===== config.mk =====
export PLATFORM = sky130hd
export DESIGN_NAME = ea_gen
export DESIGN_NICKNAME = d
export VERILOG_FILES = /design/src/rtl/ea_gen_pkg.sv /design/src/rtl/ea_gen_dec.sv /design/src/rtl/ea_gen_opnd.sv /design/src/rtl/ea_gen_add.sv /design/src/rtl/ea_gen.sv
export SDC_FILE = /design/constraint.sdc
export NUM_CORES = 1
export LEC_CHECK = 0
export CORE_MARGIN = 2
export CORE_UTILIZATION = 48
export DETAILED_ROUTE_END_ITERATION = 10
export MAX_ROUTING_LAYER = met4
export PLACE_DENSITY = 0.8
export SKIP_CTS_REPAIR_TIMING = 1
export SLEW_MARGIN = 10
export SYNTH_ARGS = -nofsm -noshare
export SYNTH_HDL_FRONTEND = slang
export SYNTH_SLANG_ARGS = --single-unit

===== constraint.sdc =====
create_clock -name clk -period 4.1 [get_ports clk]
set_clock_uncertainty 0.05 [all_clocks]
set_input_delay 0.82 -clock clk [delete_from_list [all_inputs] [get_ports clk]]
set_output_delay 0.82 -clock clk [all_outputs]
set_load 0.05 [all_outputs]

===== src/rtl/ea_gen_pkg.sv =====
`timescale 1ns/1ps
package ea_gen_pkg;

   typedef enum logic [1:0] {
      ASZ16 = 2'b00,
      ASZ32 = 2'b01,
      ASZ64 = 2'b10,
      ASZRS = 2'b11
   } asz_e;

   typedef enum logic [1:0] {
      DK_NONE = 2'b00,
      DK_D8   = 2'b01,
      DK_D16  = 2'b10,
      DK_D32  = 2'b11
   } dkind_e;

   typedef struct packed {
      logic       use_base;
      logic       use_idx;
      logic       use_ip;
      logic [1:0] scale;
      dkind_e     dk;
   } sel_t;

endpackage


===== src/rtl/ea_gen_dec.sv =====
`timescale 1ns/1ps
module ea_gen_dec
   import ea_gen_pkg::*;
#(
   parameter int RIDX_W = 4
)
(
   input  asz_e              asz,
   input  logic              lng,
   input  logic [1:0]        md,
   input  logic [RIDX_W-1:0] rm,
   input  logic [RIDX_W-1:0] sib_base,
   input  logic [RIDX_W-1:0] sib_index,
   input  logic [1:0]        sib_scale,
   input  logic              vidx,
   output sel_t              sel,
   output logic              mem,
   output logic [RIDX_W-1:0] ra_b,
   output logic [RIDX_W-1:0] ra_i
);

   localparam logic [RIDX_W-1:0] R3     = RIDX_W'(3);
   localparam logic [RIDX_W-1:0] R5     = RIDX_W'(5);
   localparam logic [RIDX_W-1:0] R6     = RIDX_W'(6);
   localparam logic [RIDX_W-1:0] R7     = RIDX_W'(7);
   localparam logic [RIDX_W-1:0] NO_IDX = RIDX_W'(4);

   always_comb begin
      sel  = '0;
      ra_b = '0;
      ra_i = '0;
      mem  = (md != 2'b11);
      case (md)
         2'b01:   sel.dk = DK_D8;
         2'b10:   sel.dk = (asz == ASZ16) ? DK_D16 : DK_D32;
         default: sel.dk = DK_NONE;
      endcase
      if (asz == ASZ16) begin
         // fixed pairs, scale stays zero
         case (rm[2:0])
            3'd0: begin sel.use_base = 1'b1; ra_b = R3; sel.use_idx = 1'b1; ra_i = R6; end
            3'd1: begin sel.use_base = 1'b1; ra_b = R3; sel.use_idx = 1'b1; ra_i = R7; end
            3'd2: begin sel.use_base = 1'b1; ra_b = R5; sel.use_idx = 1'b1; ra_i = R6; end
            3'd3: begin sel.use_base = 1'b1; ra_b = R5; sel.use_idx = 1'b1; ra_i = R7; end
            3'd4: begin sel.use_base = 1'b1; ra_b = R6; end
            3'd5: begin sel.use_base = 1'b1; ra_b = R7; end
            3'd6: begin
               if (md == 2'b00) sel.dk = DK_D16;
               else begin sel.use_base = 1'b1; ra_b = R5; end
            end
            default: begin sel.use_base = 1'b1; ra_b = R3; end
         endcase
      end else if (rm[2:0] == 3'b100) begin
         sel.scale   = sib_scale;
         ra_i        = sib_index;
         sel.use_idx = vidx || (sib_index != NO_IDX);
         if (md == 2'b00 && sib_base[2:0] == 3'b101) begin
            sel.dk = DK_D32;
         end else begin
            sel.use_base = 1'b1;
            ra_b         = sib_base;
         end
      end else if (md == 2'b00 && rm[2:0] == 3'b101) begin
         sel.dk     = DK_D32;
         sel.use_ip = lng;
      end else begin
         sel.use_base = 1'b1;
         ra_b         = rm;
      end
   end

endmodule


===== src/rtl/ea_gen_opnd.sv =====
`timescale 1ns/1ps
module ea_gen_opnd
   import ea_gen_pkg::*;
#(
   parameter int AW       = 64,
   parameter int DW       = 32,
   parameter int NLW      = 3,
   parameter int ILW      = 4,
   parameter bit CDISP_EN = 1'b1
)
(
   input  sel_t           sel,
   input  logic [AW-1:0]  rd_b,
   input  logic [AW-1:0]  rd_i,
   input  logic [DW-1:0]  disp,
   input  logic           cdisp,
   input  logic [NLW-1:0] nlog,
   input  logic [AW-1:0]  ip,
   input  logic [ILW-1:0] ilen,
   output logic [AW-1:0]  base_v,
   output logic [AW-1:0]  idx_v,
   output logic [AW-1:0]  disp_v
);

   logic [AW-1:0] d8, d8s, d16, d32, next_ip;

   assign d8      = {{(AW-8){disp[7]}}, disp[7:0]};
   assign d16     = {{(AW-16){disp[15]}}, disp[15:0]};
   assign d32     = {{(AW-DW){disp[DW-1]}}, disp};
   assign next_ip = ip + {{(AW-ILW){1'b0}}, ilen};

   generate
      if (CDISP_EN) begin : g_cdisp
         assign d8s = cdisp ? (d8 << nlog) : d8;
      end else begin : g_plain
         assign d8s = d8;
      end
   endgenerate

   always_comb begin
      if (sel.use_ip)        base_v = next_ip;
      else if (sel.use_base) base_v = rd_b;
      else                   base_v = '0;
      idx_v = sel.use_idx ? (rd_i << sel.scale) : '0;
      case (sel.dk)
         DK_D8:   disp_v = d8s;
         DK_D16:  disp_v = d16;
         DK_D32:  disp_v = d32;
         default: disp_v = '0;
      endcase
   end

endmodule


===== src/rtl/ea_gen_add.sv =====
`timescale 1ns/1ps
module ea_gen_add
   import ea_gen_pkg::*;
#(
   parameter int AW = 64
)
(
   input  logic          clk,
   input  logic          rst_n,
   input  logic          v_in,
   input  asz_e          asz,
   input  logic [AW-1:0] a,
   input  logic [AW-1:0] b,
   input  logic [AW-1:0] c,
   output logic          v_out,
   output logic [AW-1:0] addr
);

   logic [AW-1:0] sum, cut;

   always_comb begin
      sum = a + b + c;
      case (asz)
         ASZ16:   cut = {{(AW-16){1'b0}}, sum[15:0]};
         ASZ32:   cut = {{(AW-32){1'b0}}, sum[31:0]};
         default: cut = sum;
      endcase
   end

   always_ff @(posedge clk or negedge rst_n) begin
      if (!rst_n) v_out <= 1'b0;
      else        v_out <= v_in;
   end

   always_ff @(posedge clk) begin
      if (v_in) addr <= cut;
   end

endmodule


===== src/rtl/ea_gen.sv =====
`timescale 1ns/1ps
module ea_gen
   import ea_gen_pkg::*;
#(
   parameter int AW       = 64,
   parameter int DW       = 32,
   parameter int RF_DEPTH = 16,
   parameter int NLW      = 3,
   parameter int ILW      = 4,
   parameter bit CDISP_EN = 1'b1
)
(
   input  logic                        clk,
   input  logic                        rst_n,
   input  logic                        in_valid,
   input  logic [1:0]                  in_asz,
   input  logic                        in_long,
   input  logic [1:0]                  in_mod,
   input  logic [$clog2(RF_DEPTH)-1:0] in_rm,
   input  logic [1:0]                  in_scale,
   input  logic [$clog2(RF_DEPTH)-1:0] in_index,
   input  logic [$clog2(RF_DEPTH)-1:0] in_base,
   input  logic [DW-1:0]               in_disp,
   input  logic                        in_vidx,
   input  logic                        in_cdisp,
   input  logic [NLW-1:0]              in_nlog,
   input  logic [AW-1:0]               in_ip,
   input  logic [ILW-1:0]              in_ilen,
   output logic [$clog2(RF_DEPTH)-1:0] rf_ra0,
   input  logic [AW-1:0]               rf_rd0,
   output logic [$clog2(RF_DEPTH)-1:0] rf_ra1,
   input  logic [AW-1:0]               rf_rd1,
   output logic                        out_valid,
   output logic [AW-1:0]               out_addr
);

   localparam int RIDX_W = $clog2(RF_DEPTH);

   generate
      if (RIDX_W != 4) begin : g_bad_rf
         $error("ea_gen: register file must have 16 entries");
      end
      if (AW < 32 || AW <= DW) begin : g_bad_aw
         $error("ea_gen: address width must exceed displacement width and be >= 32");
      end
      if (DW < 16) begin : g_bad_dw
         $error("ea_gen: displacement width must be >= 16");
      end
   endgenerate

   sel_t          sel;
   logic          mem;
   asz_e          asz_in;
   logic [AW-1:0] base_v, idx_v, disp_v;

   assign asz_in = asz_e'(in_asz);

   ea_gen_dec #(.RIDX_W(RIDX_W)) u_dec (
      .asz       (asz_in),
      .lng       (in_long),
      .md        (in_mod),
      .rm        (in_rm),
      .sib_base  (in_base),
      .sib_index (in_index),
      .sib_scale (in_scale),
      .vidx      (in_vidx),
      .sel       (sel),
      .mem       (mem),
      .ra_b      (rf_ra0),
      .ra_i      (rf_ra1)
   );

   ea_gen_opnd #(
      .AW(AW), .DW(DW), .NLW(NLW), .ILW(ILW), .CDISP_EN(CDISP_EN)
   ) u_opnd (
      .sel    (sel),
      .rd_b   (rf_rd0),
      .rd_i   (rf_rd1),
      .disp   (in_disp),
      .cdisp  (in_cdisp),
      .nlog   (in_nlog),
      .ip     (in_ip),
      .ilen   (in_ilen),
      .base_v (base_v),
      .idx_v  (idx_v),
      .disp_v (disp_v)
   );

   // stage 1: operands registered
   logic          v1;
   asz_e          asz1;
   logic [AW-1:0] base1, idx1, disp1;

   always_ff @(posedge clk or negedge rst_n) begin
      if (!rst_n) v1 <= 1'b0;
      else        v1 <= in_valid && mem;
   end

   always_ff @(posedge clk) begin
      if (in_valid) begin
         asz1  <= asz_in;
         base1 <= base_v;
         idx1  <= idx_v;
         disp1 <= disp_v;
      end
   end

   // stage 2: sum and size cut
   ea_gen_add #(.AW(AW)) u_add (
      .clk   (clk),
      .rst_n (rst_n),
      .v_in  (v1),
      .asz   (asz1),
      .a     (base1),
      .b     (idx1),
      .c     (disp1),
      .v_out (out_valid),
      .addr  (out_addr)
   );

endmodule


==> flow_summary.json, run 1 <==
{
  "power_density_nw_per_um2": 464.4,
  "p_total_w": 0.01017,
  "initial_core_util_pct": 48.75,
  "routed_wl_um": 51310,
  "p_leak_nw": 8.377,
  "ff2ff_path_depth": 12,
  "wl_per_cell_um": 21.26,
  "multiInputGateArea_sq_um": 9639,
  "cp_num_buf_inv": 0,
  "dp_hpwl_um": 40380,
  "drc": 0,
  "die_w_um": 191.3,
  "cts_inserted_buffers": 26,
  "crit_path_end_kind": "flop",
  "cts_tree": "done",
  "maxSlewHeadroom_pct": 28.56,
  "insertion_delay_ps": 550,
  "status": "finished, final reports clean",
  "yosysTopAreaCell": "edfxtp_1",
  "max_stage_delay_ps": 490,
  "cp_cell_sequence": "fa_1 > ha_2 > fa_2 > a21o_1 > a221oi_4 > a2bb2oi_2 > o211ai_2 > o2111a_1 > o211a_1 > o31a_1 > or4b_1 > nand4_1",
  "finalWeightedCongestion": 0.9415,
  "fin_cells": 2413,
  "slew_violations": 0,
  "r2r-end": "u_add.addr[61]$_SDFFCE_PN0P_",
  "h-tree-depth": 1,
  "grt_setup_unrepaired": "true",
  "tightestPinTransition_ps": 1068,
  "fin_nets": 2322,
  "drt-initial-drc-count": 1226,
  "async_flop_share_pct": 0.8772,
  "grt_max_degree": 93,
  "grt_pass1_wl_um": 77000,
  "rows": 68,
  "fmax_ghz": 0.2475,
  "netlist_area_sq_um": 16840,
  "fin_crit_ps": 4041,
  "finalSetupViolCount": 0,
  "grt_remaining_overflow": 0,
  "antenna_found_initial": 10,
  "seq_area_sq_um": 6838,
  "syn_avg_cell_area_sq_um": 10.56,
  "synth_edf_count": 226,
  "yosysWarningCount": 0,
  "max_cap_viol_count": 0,
  "min_period_over_period_pct": 98.56,
  "clkSinkCount": 228,
  "final_antenna_net_count": 0,
  "place_inst": 2356,
  "num_io_pins": 328,
  "clk_pin_slew_ps": 60,
  "ys_seq_area_share_pct": 40.60,
  "root_buffer": "clkbuf_16",
  "critPathRequiredTime_ps": 4450,
  "core_area_sq_um": 34540,
  "min_path_type": "in2async",
  "die_h_um": 191.3,
  "yosys.area.top_type_share_pct": 40.30,
  "ys_seq_elements": 228,
  "path_max_fanout": 6,
  "ys_top_cells_by_area": "edfxtp_1 40%, fa_1 7.7%, mux4_2 6.0%",
  "synth.distinct_cells": 69,
  "synth_cells": 1594,
  "drive_gt1_share_pct": 9.595,
  "reg2reg_slack_ps": 60,
  "reg2reg_from": "idx1[1]$_SDFFCE_PP0P_",
  "startpoint_type": "flop",
  "clockBufferDepth": 3,
  "hold_viol_final": 0,
  "cp_top_family": "compound AO/OA/AOI/OAI gates",
  "area_growth_syn_to_layout_pct": 30.09,
  "fin_area_sq_um": 21910,
  "grt_use_total_pct": 28.45,
  "crit_type": "reg2reg",
  "crit_arrival_ps": 4400,
  "syn_nets": 1984,
  "dpl_cell_area_sq_um": 20980,
  "vias": 14060,
  "first_global_vias": 13930,
  "port_buffers": 327,
  "viasPerCell": 5.828,
  "crit_slowest_cell": "fa_1",
  "synthFlopType": "edfxtp_1",
  "dieArea_sq_um": 36590,
  "drt-pass1-iter-count": 5,
  "ir_drop_mv": 0.3779,
  "fillers": 2822
}
-- where the power goes --
part	switching (W)	internal, W
Clock	0.000978	0.00135
Sequential	0.000190	0.00303
Combinational	0.00274	0.00188
Total	0.00391	0.00627
-- cell families (layout without fill, tap and decap cells) --
kind of cell / after synthesis / after routing / synth area share (%)
buffers and inverters: 115 / 470 / 2.675
adder cells (fa/ha/maj): 135 / 135 / 12.93
AO/OA/AOI/OAI: 395 / 395 / 14.79
multiplexers: 80 / 80 / 8.122
flip-flops: 228 / 228 / 40.60
AND/OR/NAND/NOR: 538 / 538 / 15.53
other: 0 / 9 / 0
XOR/XNOR: 103 / 103 / 5.357
-- placed cells by master, fill, tap and decap left out, types with 5 or more instances in the layout --
| master | instances |
|---|---|
| a21o_1 | 66 |
| a31oi_1 | 13 |
| a311oi_1 | 5 |
| nand3_1 | 39 |
| xnor2_1 | 50 |
| edfxtp_1 | 226 |
| nor3_1 | 22 |
| inv_1 | 37 |
| nand4_1 | 29 |
| o21ai_0 | 127 |
| clkdlybuf4s50_1 | 319 |
| a21oi_1 | 93 |
| ha_1 | 65 |
| clkbuf_16 | 26 |
| diode_2 | 9 |
| clkinv_2 | 5 |
| fa_1 | 64 |
| a22o_1 | 5 |
| or3_1 | 5 |
| o31ai_1 | 5 |
| and2_1 | 15 |
| and3_1 | 39 |
| mux4_2 | 45 |
| o21a_1 | 6 |
| nor2b_1 | 54 |
| buf_4 | 57 |
| and4_1 | 5 |
| nand2b_1 | 19 |
| xor2_1 | 53 |
| buf_12 | 11 |
| a211oi_1 | 20 |
| a21boi_0 | 5 |
| nand2_1 | 200 |
| mux2i_1 | 32 |
| o21bai_1 | 10 |
| nor2_1 | 87 |
-- how the worst max path moves through the flow --
stage / cells past startpoint / endpoint / start
5_1_grt: 12 / u_add.addr[61]$_SDFFCE_PN0P_ / idx1[1]$_SDFFCE_PP0P_
4_1_cts: 12 / u_add.addr[61]$_SDFFCE_PN0P_ / base1[1]$_DFFE_PP_
2_1_floorplan: 12 / u_add.addr[61]$_SDFFCE_PN0P_ / disp1[62]$_SDFFCE_PN0P_
3_5_place_dp: 13 / base1[60]$_DFFE_PP_ / in_ip[12]
3_3_place_gp: 13 / base1[62]$_DFFE_PP_ / in_ip[12]
6_report: 12 / u_add.addr[61]$_SDFFCE_PN0P_ / idx1[1]$_SDFFCE_PP0P_
-- worst register-to-register path, delay by kind of cell (launching register included) --
family                     cells  cell delay [ps]
DFF                            1              400
and+or+nand+nor                2              580
adders and majority gates      3             1040
AOI/OAI and AO/OA              7             1840
-- sequential cells by signal, indices dropped and copies added, names as in the netlist --
register	cells
base1	64
idx1	64
u_add.addr	64
disp1	32
asz1	2
u_add.v_out	1
v1	1
-- routing by layer --
metal | track usage (%) | up-vias | part of all wire, % | routed length [um]
met3 | 5.544 | 113 | 8.1 | 4170
met5 | - | - | 0 | 0
met1 | 36.23 | 6734 | 41 | 21220
met2 | 45.13 | 621 | 46 | 23830
met4 | 10.74 | 0 | 4.1 | 2091
li1 | - | 6594 | - | -
-- metrics by stage --
stage          worst slack, ps  setup TNS, ps  util (%)  hold WS (ps)
3_5_place_dp            -1.569         -1.569     60.73         694.6
2_1_floorplan           -327.3         -767.9         -         474.4
3_3_place_gp             4.499              0     60.73         673.2
4_1_cts                 -13.81         -13.81     63.17         369.1
5_1_grt                 -76.85         -76.85     63.42         378.5
6_report                 59.11              0     63.42         385.9
-- layout make-up --
cell class	count	area share, %
well taps	455	2.599
clock inverters	17	0.8568
repair buffers	388	17.59
diodes	9	0.1028
clock buffers	28	3.004
multi-input cells	1251	44.00
inverters	37	0.6340
flip-flops and latches	228	31.21
-- synthesized netlist by cell type (37+ instances only) --
cell and instances:
a21o_1 66, a21oi_1 94, and3_1 39, clkbuf_1 64
edfxtp_1 226, fa_1 65, ha_1 70, inv_1 37
mux4_2 45, nand2_1 201, nand3_1 39, nor2_1 87
nor2b_1 54, o21ai_0 127, xnor2_1 50, xor2_1 53
(Power assumes the default switching activity.)
==> run 2, diff against run 1 <==
--- a/config.mk
+++ b/config.mk
@@ -5,11 +5,13 @@
 export SDC_FILE = /design/constraint.sdc
 export NUM_CORES = 1
 export LEC_CHECK = 0
+export CAP_MARGIN = 20
 export CORE_MARGIN = 2
-export CORE_UTILIZATION = 48
+export CORE_UTILIZATION = 49
+export CTS_BUF_LIST = sky130_fd_sc_hd__clkbuf_2
 export DETAILED_ROUTE_END_ITERATION = 10
 export MAX_ROUTING_LAYER = met4
-export PLACE_DENSITY = 0.8
+export PLACE_DENSITY = 0.81
 export SKIP_CTS_REPAIR_TIMING = 1
 export SLEW_MARGIN = 10
 export SYNTH_ARGS = -nofsm -noshare
==> run 2 against run 1 <==
  * Sequential share of layout area is 0.32 points higher
  * Cell count is 2.7% higher
  * Via count is 2.4% higher
==> flow_summary.json, run 2 (same netlist as run 1, synthesis figures left out) <==
{
  "port_buffers": 327,
  "comb_power_share_pct": 49.0,
  "drive_gt1_share_pct": 11.83,
  "grt_setup_unrepaired": "true",
  "power_frac_clock_pct": 17.4,
  "critPathRequiredTime_ps": 4770,
  "crit_start": "base1[5]$_DFFE_PP_",
  "area_growth_syn_to_layout_pct": 28.79,
  "reg2reg_from": "base1[5]$_DFFE_PP_",
  "drt-initial-drc-count": 1241,
  "final_common_cell": "clkdlybuf4s50_1",
  "endpoint": "u_add.addr[61]$_SDFFCE_PN0P_",
  "netSwitchingPower_w": 0.003929,
  "reg2reg_slack_ps": 50,
  "power_switching_share_pct": 41.14,
  "internal_power_w": 0.005621,
  "cts_inserted_buffers": 61,
  "final_antenna_net_count": 0,
  "reg_top3": "base1: 64 flops, idx1: 64 flops, u_add.addr: 64 flops",
  "insertion_delay_ps": 970,
  "power_density_nw_per_um2": 440.4,
  "wl_per_cell_um": 20.84,
  "min_period_over_period_pct": 98.85,
  "p_leak_nw": 8.410,
  "maxSlewHeadroom_pct": 38.17,
  "layout_common_cells": "319 x clkdlybuf4s50_1, 226 x edfxtp_1, 200 x nand2_1",
  "grt_pass1_wl_um": 78450,
  "root_buffer": "clkbuf_2",
  "fin_area_sq_um": 21690,
  "status": "finished, final reports clean",
  "clk_pin_slew_ps": 100,
  "finalWeightedCongestion": 0.9298,
  "fin_crit_ps": 4053,
  "grt_remaining_overflow": 0,
  "fmax_ghz": 0.2467,
  "first_global_vias": 14180,
  "drc": 0,
  "path_max_fanout": 6,
  "die_h_um": 189.4,
  "seq_power_share_pct": 33.6,
  "tightestPinTransition_ps": 927.4,
  "hold_viol_final": 0,
  "die_w_um": 189.4,
  "h-tree-depth": 2,
  "initial_core_util_pct": 49.97,
  "clkSinkCount": 228,
  "final_util_pct": 64.35,
  "clockBufferDepth": 3,
  "startpoint_type": "flop",
  "fin_nets": 2365,
  "grt_use_total_pct": 29.21,
  "routed_wl_um": 51650,
  "crit_type": "reg2reg",
  "fillers": 2720,
  "max_cap_viol_count": 0,
  "min_path_type": "in2reg",
  "dieArea_sq_um": 35860,
  "grt_max_degree": 65,
  "finalSetupViolCount": 0,
  "slew_violations": 0,
  "viasPerCell": 5.808,
  "r2r-end": "u_add.addr[61]$_SDFFCE_PN0P_",
  "cts_tree": "done",
  "antenna_found_initial": 11,
  "drt-pass1-iter-count": 6,
  "ff2ff_path_depth": 12,
  "rows": 67,
  "core_area_sq_um": 33700,
  "dp_hpwl_um": 40530,
  "num_io_pins": 328,
  "ir_drop_mv": 0.2725,
  "crit_arrival_ps": 4720,
  "vias": 14400,
  "crit_path_end_kind": "flop",
  "dpl_cell_area_sq_um": 20970
}
[run 2: cell types whose count changed in the layout (fill, tap and decap cells not counted), sizes merged]
cell	delta
dlygate4sd3	+1
clkbuf	+52
inv	-2
buf	+7
diode	+2
bufinv	-1
clkinvlp	-3
clkinv	+17
[run 2: per-layer routing]
metal  GRT usage [%]  wire length (um)  vias up
li1                -                 -     6714
met1           37.16             21010     6906
met2           47.94             25090      684
met3           5.394              4206       95
met4           8.527              1351        0
met5               -                 0        -
[run 2: final cells by class]
type | count | area, sq um | area share [%]
tap | 448 | 560.5 | 2.585
antenna | 11 | 27.53 | 0.1269
clock buffer | 80 | 400.4 | 1.846
timing repair buffer | 396 | 3894 | 17.96
inverter | 37 | 138.9 | 0.6404
sequential | 228 | 6838 | 31.53
multi-input combinational | 1251 | 9657 | 44.53
clock inverter | 28 | 170.2 | 0.7847
[run 2: power by group through the flow]
stage	Sequential [W]	Clock [W]	Combinational, W
after floorplan	0.00385	0	0.00235
after global placement	0.00326	0	0.00449
after detailed placement	0.00327	0	0.00454
after CTS	0.00322	0.00170	0.00457
after global routing	0.00324	0.00180	0.00504
final	0.00321	0.00166	0.00468
[run 2: worst min-delay path by stage]
stage / from / endpoint / cells past startpoint
floorplan: rst_n / u_add.v_out$_DFF_PN0_ / 0
global placement: disp1[1]$_SDFFCE_PN0P_ / u_add.addr[1]$_DFFE_PP_ / 2
detailed placement: disp1[1]$_SDFFCE_PN0P_ / u_add.addr[1]$_DFFE_PP_ / 2
CTS: rst_n / u_add.v_out$_DFF_PN0_ / 1
global route: in_valid / base1[9]$_DFFE_PP_ / 1
finish: in_valid / disp1[13]$_SDFFCE_PN0P_ / 1
[run 2: stage by stage]
step / setup WS (ps) / instances / power, W / hold WS, ps / setup TNS (ps)
2_1_floorplan: -327.3 / 1594 / 0.006201 / 474.4 / -767.9
3_3_place_gp: 93.26 / 2351 / 0.007754 / 667.7 / 0
3_5_place_dp: -14.21 / 2352 / 0.007810 / 668.9 / -14.21
4_1_cts: -121.5 / 2460 / 0.009483 / -109.6 / -131.1
5_1_grt: -82.68 / 2479 / 0.01008 / 277.7 / -82.68
6_report: 47.22 / 2479 / 0.009550 / 331.1 / 0
[run 2: worst max-delay path, stage by stage (launching register included)]
cell and delay [ps]:
edfxtp_1 410, fa_1 500, ha_1 370, a21o_1 240, buf_4 150, a221oi_4 330
a2bb2oi_2 210, o211ai_2 130, o2111a_1 290, o211a_4 260, o31a_1 350, or4b_1 480
nand4_1 90
